### config.mk
export PLATFORM = sky130hd
export DESIGN_NAME = edge_pattern_capture
export DESIGN_NICKNAME = d
export VERILOG_FILES = /design/src/rtl/ecap_pkg.sv /design/src/rtl/ecap_phase_ctr.sv /design/src/rtl/ecap_edge_det.sv /design/src/rtl/ecap_pattern_store.sv /design/src/rtl/edge_pattern_capture.sv
export SDC_FILE = /design/constraint.sdc
export NUM_CORES = 1
export LEC_CHECK = 0
export CAP_MARGIN = 5
export CORE_UTILIZATION = 45
export DETAILED_ROUTE_END_ITERATION = 6
export PLACE_DENSITY_LB_ADDON = 0.08
export SYNTH_ARGS = -nofsm -noshare
export SYNTH_HDL_FRONTEND = slang
export SYNTH_SLANG_ARGS = --single-unit
### constraint.sdc
create_clock -name clk -period 2.5 [get_ports clk]
set_input_delay 0.5 -clock clk [delete_from_list [all_inputs] [get_ports clk]]
set_output_delay 0.5 -clock clk [all_outputs]
set_load 0.005 [all_outputs]
### src/rtl/ecap_pkg.sv
package ecap_pkg;
  localparam int DEF_PHASES = 8;

  typedef enum logic [1:0] {
    CAP_IDLE  = 2'd0,
    CAP_ARMED = 2'd1,
    CAP_DONE  = 2'd2
  } cap_state_t;
endpackage

### src/rtl/ecap_phase_ctr.sv
module ecap_phase_ctr #(
  parameter int PHASES = 8,
  localparam int PW = (PHASES > 1) ? $clog2(PHASES) : 1
) (
  input  logic          clk,
  input  logic          rst,
  input  logic          clr,
  input  logic          step,
  output logic [PW-1:0] phase
);
  localparam logic [PW-1:0] LAST = PW'(PHASES - 1);

  always_ff @(posedge clk) begin
    if (rst || clr) begin
      phase <= '0;
    end else if (step) begin
      phase <= (phase == LAST) ? '0 : phase + 1'b1;
    end
  end

  // the counter wraps from the last slot back to zero
  p_phase_wrap_r1: assert property (@(posedge clk) disable iff (rst)
    (step && !clr && phase == LAST) |=> (phase == '0));
endmodule

### src/rtl/ecap_edge_det.sv
module ecap_edge_det #(
  parameter int PHASES = 8,
  localparam int PW = (PHASES > 1) ? $clog2(PHASES) : 1
) (
  input  logic              clk,
  input  logic              rst,
  input  logic              clr,
  input  logic              step,
  input  logic              line,
  input  logic [PW-1:0]     phase,
  output logic [PHASES-1:0] hit_vec
);
  logic prev_q;
  logic have_prev_q;
  logic edge_now;

  always_ff @(posedge clk) begin
    if (rst || clr) begin
      prev_q      <= 1'b0;
      have_prev_q <= 1'b0;
    end else if (step) begin
      prev_q      <= line;
      have_prev_q <= 1'b1;
    end
  end

  assign edge_now = step && have_prev_q && (line != prev_q);

  for (genvar i = 0; i < PHASES; i++) begin : g_hit
    assign hit_vec[i] = edge_now && (phase == PW'(i));
  end

  // with no strobe the held sample does not move
  p_hold_prev_r3: assert property (@(posedge clk) disable iff (rst)
    (!step && !clr) |=> $stable(prev_q) && $stable(have_prev_q));
endmodule

### src/rtl/ecap_pattern_store.sv
module ecap_pattern_store
  import ecap_pkg::*;
#(
  parameter int PHASES = 8
) (
  input  logic              clk,
  input  logic              rst,
  input  logic              clr,
  input  logic              startup,
  input  logic [PHASES-1:0] hit_vec,
  output logic [PHASES-1:0] pattern,
  output logic              all_edges
);
  cap_state_t state_q;
  logic       capture_ok;

  assign capture_ok = startup && (state_q != CAP_DONE);

  always_ff @(posedge clk) begin
    if (rst || clr) begin
      state_q <= CAP_IDLE;
    end else begin
      case (state_q)
        CAP_IDLE:  if (startup)  state_q <= CAP_ARMED;
        CAP_ARMED: if (!startup) state_q <= CAP_DONE;
        default:   state_q <= CAP_DONE;
      endcase
    end
  end

  always_ff @(posedge clk) begin
    if (rst || clr) begin
      pattern   <= '0;
      all_edges <= 1'b0;
    end else begin
      if (capture_ok) pattern <= pattern | hit_vec;
      all_edges <= &pattern;
    end
  end

  // flags are sticky until a reset
  p_sticky_r2: assert property (@(posedge clk) disable iff (rst)
    !clr |=> ((pattern & $past(pattern)) == $past(pattern)));

  // one sample per cycle sets at most one flag
  p_one_new_r2: assert property (@(posedge clk) disable iff (rst)
    !clr |=> ($countones(pattern & ~$past(pattern)) <= 1));

  // frozen once the start-up window has closed
  p_frozen_r4: assert property (@(posedge clk) disable iff (rst)
    (state_q == CAP_DONE && !clr) |=> $stable(pattern));

  // a protocol reset empties the pattern
  p_clear_r5: assert property (@(posedge clk) disable iff (rst)
    clr |=> (pattern == '0 && !all_edges));

  // the flag is only raised with a full pattern
  p_all_full_r6: assert property (@(posedge clk) disable iff (rst)
    all_edges |-> (&pattern));
endmodule

### src/rtl/edge_pattern_capture.sv
module edge_pattern_capture
  import ecap_pkg::*;
#(
  parameter int PHASES = DEF_PHASES,
  localparam int PW = (PHASES > 1) ? $clog2(PHASES) : 1
) (
  input  logic              clk,
  input  logic              rst,
  input  logic              sample_en,
  input  logic              line_in,
  input  logic              startup_active,
  input  logic              proto_reset,
  output logic [PHASES-1:0] pattern,
  output logic              all_edges
);
  logic [PW-1:0]     phase;
  logic [PHASES-1:0] hit_vec;

  ecap_phase_ctr #(.PHASES(PHASES)) u_phase (
    .clk   (clk),
    .rst   (rst),
    .clr   (proto_reset),
    .step  (sample_en),
    .phase (phase)
  );

  ecap_edge_det #(.PHASES(PHASES)) u_edge (
    .clk     (clk),
    .rst     (rst),
    .clr     (proto_reset),
    .step    (sample_en),
    .line    (line_in),
    .phase   (phase),
    .hit_vec (hit_vec)
  );

  ecap_pattern_store #(.PHASES(PHASES)) u_store (
    .clk       (clk),
    .rst       (rst),
    .clr       (proto_reset),
    .startup   (startup_active),
    .hit_vec   (hit_vec),
    .pattern   (pattern),
    .all_edges (all_edges)
  );

  // reset leaves the pattern empty
  p_reset_r7: assert property (@(posedge clk)
    rst |=> (pattern == '0 && !all_edges));
endmodule

==> metrics <==
clock network fraction of total power=36.7%; Root Driver=clkbuf_4; switching power=roughly 0.0001 W; CTS resizes=0; crit path max fanout=8; critical path class=in2reg; synth-to-layout area growth=26.3%; Synthesis Warnings=0; P per Cell Area=541 mW/mm²; Period minus WS final=~1.7 ns; Crit path depth=4; CTS H-tree depth=1; Post-synth ARST share=0%; GRT overflow=0; initial antenna violation count=0; Seq pwr share=56.3%; drt wl/cell=12.0 µm; Fmax=about 590 MHz; Die ar.=0.00167 mm²; worst r2r src=u_edge.prev_q; final hold slack=between 0.4 and 0.5 ns; sw frac=22.0%; final hold violation count=0; outcome=finished, final reports clean; CP bufs+invs=1; largest net degree at the start of global routing=10; Synth cell types=20; top cells by area, synth=dfxtp_1 (47%), ha_1 (11%), a32o_2 (9.9%); clock buffer depth=2; Final Cycle Share=67.5%; Post-Place Cell Area=823 µm²; area leader, netlist=dfxtp_1; syn_area_per_cell=10.5 µm²; NumNets Final=94; clock sink count=16; Crit path max-delay family=buffers and inverters; count leader, synth=dfxtp_1; relative slew slack=63.8%; Initial Utilization=50.4%; startpoint types=input pin; Register-to-Register Path Depth=3; Vias=520; post-CTS setup buffer count=0; die width=40.9 µm; largest stage delay on the critical path=0.65 ns; layout cell share with drive strength beyond 1=16.0%; #FFs+latches synth=16; share of total power in combinational logic=7.1%; Syn Nets=77; setup TNS=0 ns; Worst-path clk slew=approximately 0.09 ns; class of the worst hold path=reg2reg; Final GP Congestion=0.715; Int Power=0.000363 W; CTS Buf Count=3; DRT iter0 DRCs=5; vias in the first global route=441; Crit. Startpoint=sample_en; cell leakage power=0.367 nW; Crit-path slowest cell=clkdlybuf4s50_1; Worst R2R Setup Slack=1.32 ns; final setup violating endpoints=0; pre-CTS worst setup slack=0.534 ns; CTS tree=done; post-synthesis sequential area ratio=47.1%; Worst-Margin Slew=0.541 ns; final WL=1150 µm; Port Buf Inserts=14; DR pass1 iterations=2; total power=~0.00046 W; Critical Path RT=roughly 2.7 ns; CP Cell Sequence=clkdlybuf4s50_1 > nand2_1 > nor3_1 > a32o_2; Post-synth EDFFs=0; drt drc=0; Hold Path Depth=1; hpwl dp=873 µm; Mapped Area=a little under 700 µm²; latest clock arrival within the worst-skew pair=0.29 ns; Syn Inst Count=65; GRT Overall Usage=17.4%; RSZ-0062 raised after global routing=no; Worst VDD drop=0.000424 V; final instance area=860 µm²; cts hold-fix bufs=0; Slew Limit Fails=0; Worst Hold Launch=u_store.state_q[1]; Core Box Area=0.00135 mm²; dominant synthesized flop cell=dfxtp_1; synth cell count leaders=dfxtp_1 (16), nor2_1 (9), a32o_2 (6), ha_1 (6); first-pass GRT wire length=between 1500 and 2000 µm; worst setup margin=0.812 ns; Max Cap Viol=0; share of the synthesized area in the top cell type=47.1%; num rows=13; Critical Path End Type=flip-flop; via/cell ratio=5.42; n_diodes=0; Worst Path Arrival=1.93 ns; clk_skew=0.00643 ns; IO Count=15; Die Ht=40.9 µm; Final ANT Viol Nets=0
## cells in the final DEF, fill, tap and decap left out, types with 2 or more instances in the layout
cell type	synthesis	final
ha_1	6	6
nor3_1	4	4
clkdlybuf4s50_1	0	14
nand4_1	2	2
dfxtp_1	16	16
clkbuf_4	0	3
a32o_2	6	6
nor2_1	9	9
a31o_2	2	2
inv_1	4	4
nand2_1	2	2
mux2i_1	2	2
and2_1	3	3
## registers in the layout (all words and copies together) (netlist names)
register and cells:
u_store.all_edges 1, u_store.pattern 8, u_store.state_q 2, u_phase.phase 3, u_edge.have_prev_q 1, u_edge.prev_q 1
## area by class of cell
class	instances	area, µm²
Fill cell	111	490
Multi-Input combinational cell	43	329
Sequential cell	16	320
Timing Repair Buffer	14	140
Clock buffer	4	36.3
Tap cell	15	18.8
Inverter	4	15.0
## layer usage
metal	GRT usage (%)	wire length (µm)	vias up
met1	22.0	595	234
li1	-	-	269
met4	12.5	35	0
met2	26.2	474	12
met5	0	0	-
met3	3.26	48	5
## logic make-up after synthesis
group,share of synthesized area (%)
simple gates,17.8
flops,47.1
compound gates,15.3
buf+inv,4.59
fa+ha+maj,11.0
mux,2.94
xor+xnor,1.29
## power by group through the flow
| stage | clock [W] | combinational, W | sequential [W] |
|---|---|---|---|
| final | 0.000170 | 0.0000330 | 0.000261 |
| after CTS | 0.000174 | 0.0000330 | 0.000262 |
| after floorplan | 0 | 0.0000224 | 0.000267 |
| after global placement | 0 | 0.0000323 | 0.000267 |
| after detailed placement | 0 | 0.0000328 | 0.000267 |
| after global routing | 0.000185 | 0.0000374 | 0.000262 |
## worst paths after layout
path	to
setup reg to reg	u_store.pattern[5]
hold / removal	u_store.state_q[0]
hold reg to reg	u_store.state_q[0]
setup / recovery	u_store.pattern[5]
## metrics by stage
step | instances | util (%)
2_1_floorplan | 65 | -
3_3_place_gp | 92 | 61.0
3_5_place_dp | 92 | 61.0
4_1_cts | 96 | 63.7
5_1_grt | 96 | 63.7
6_report | 96 | 63.7
Power figures use the tool's default switching activity.
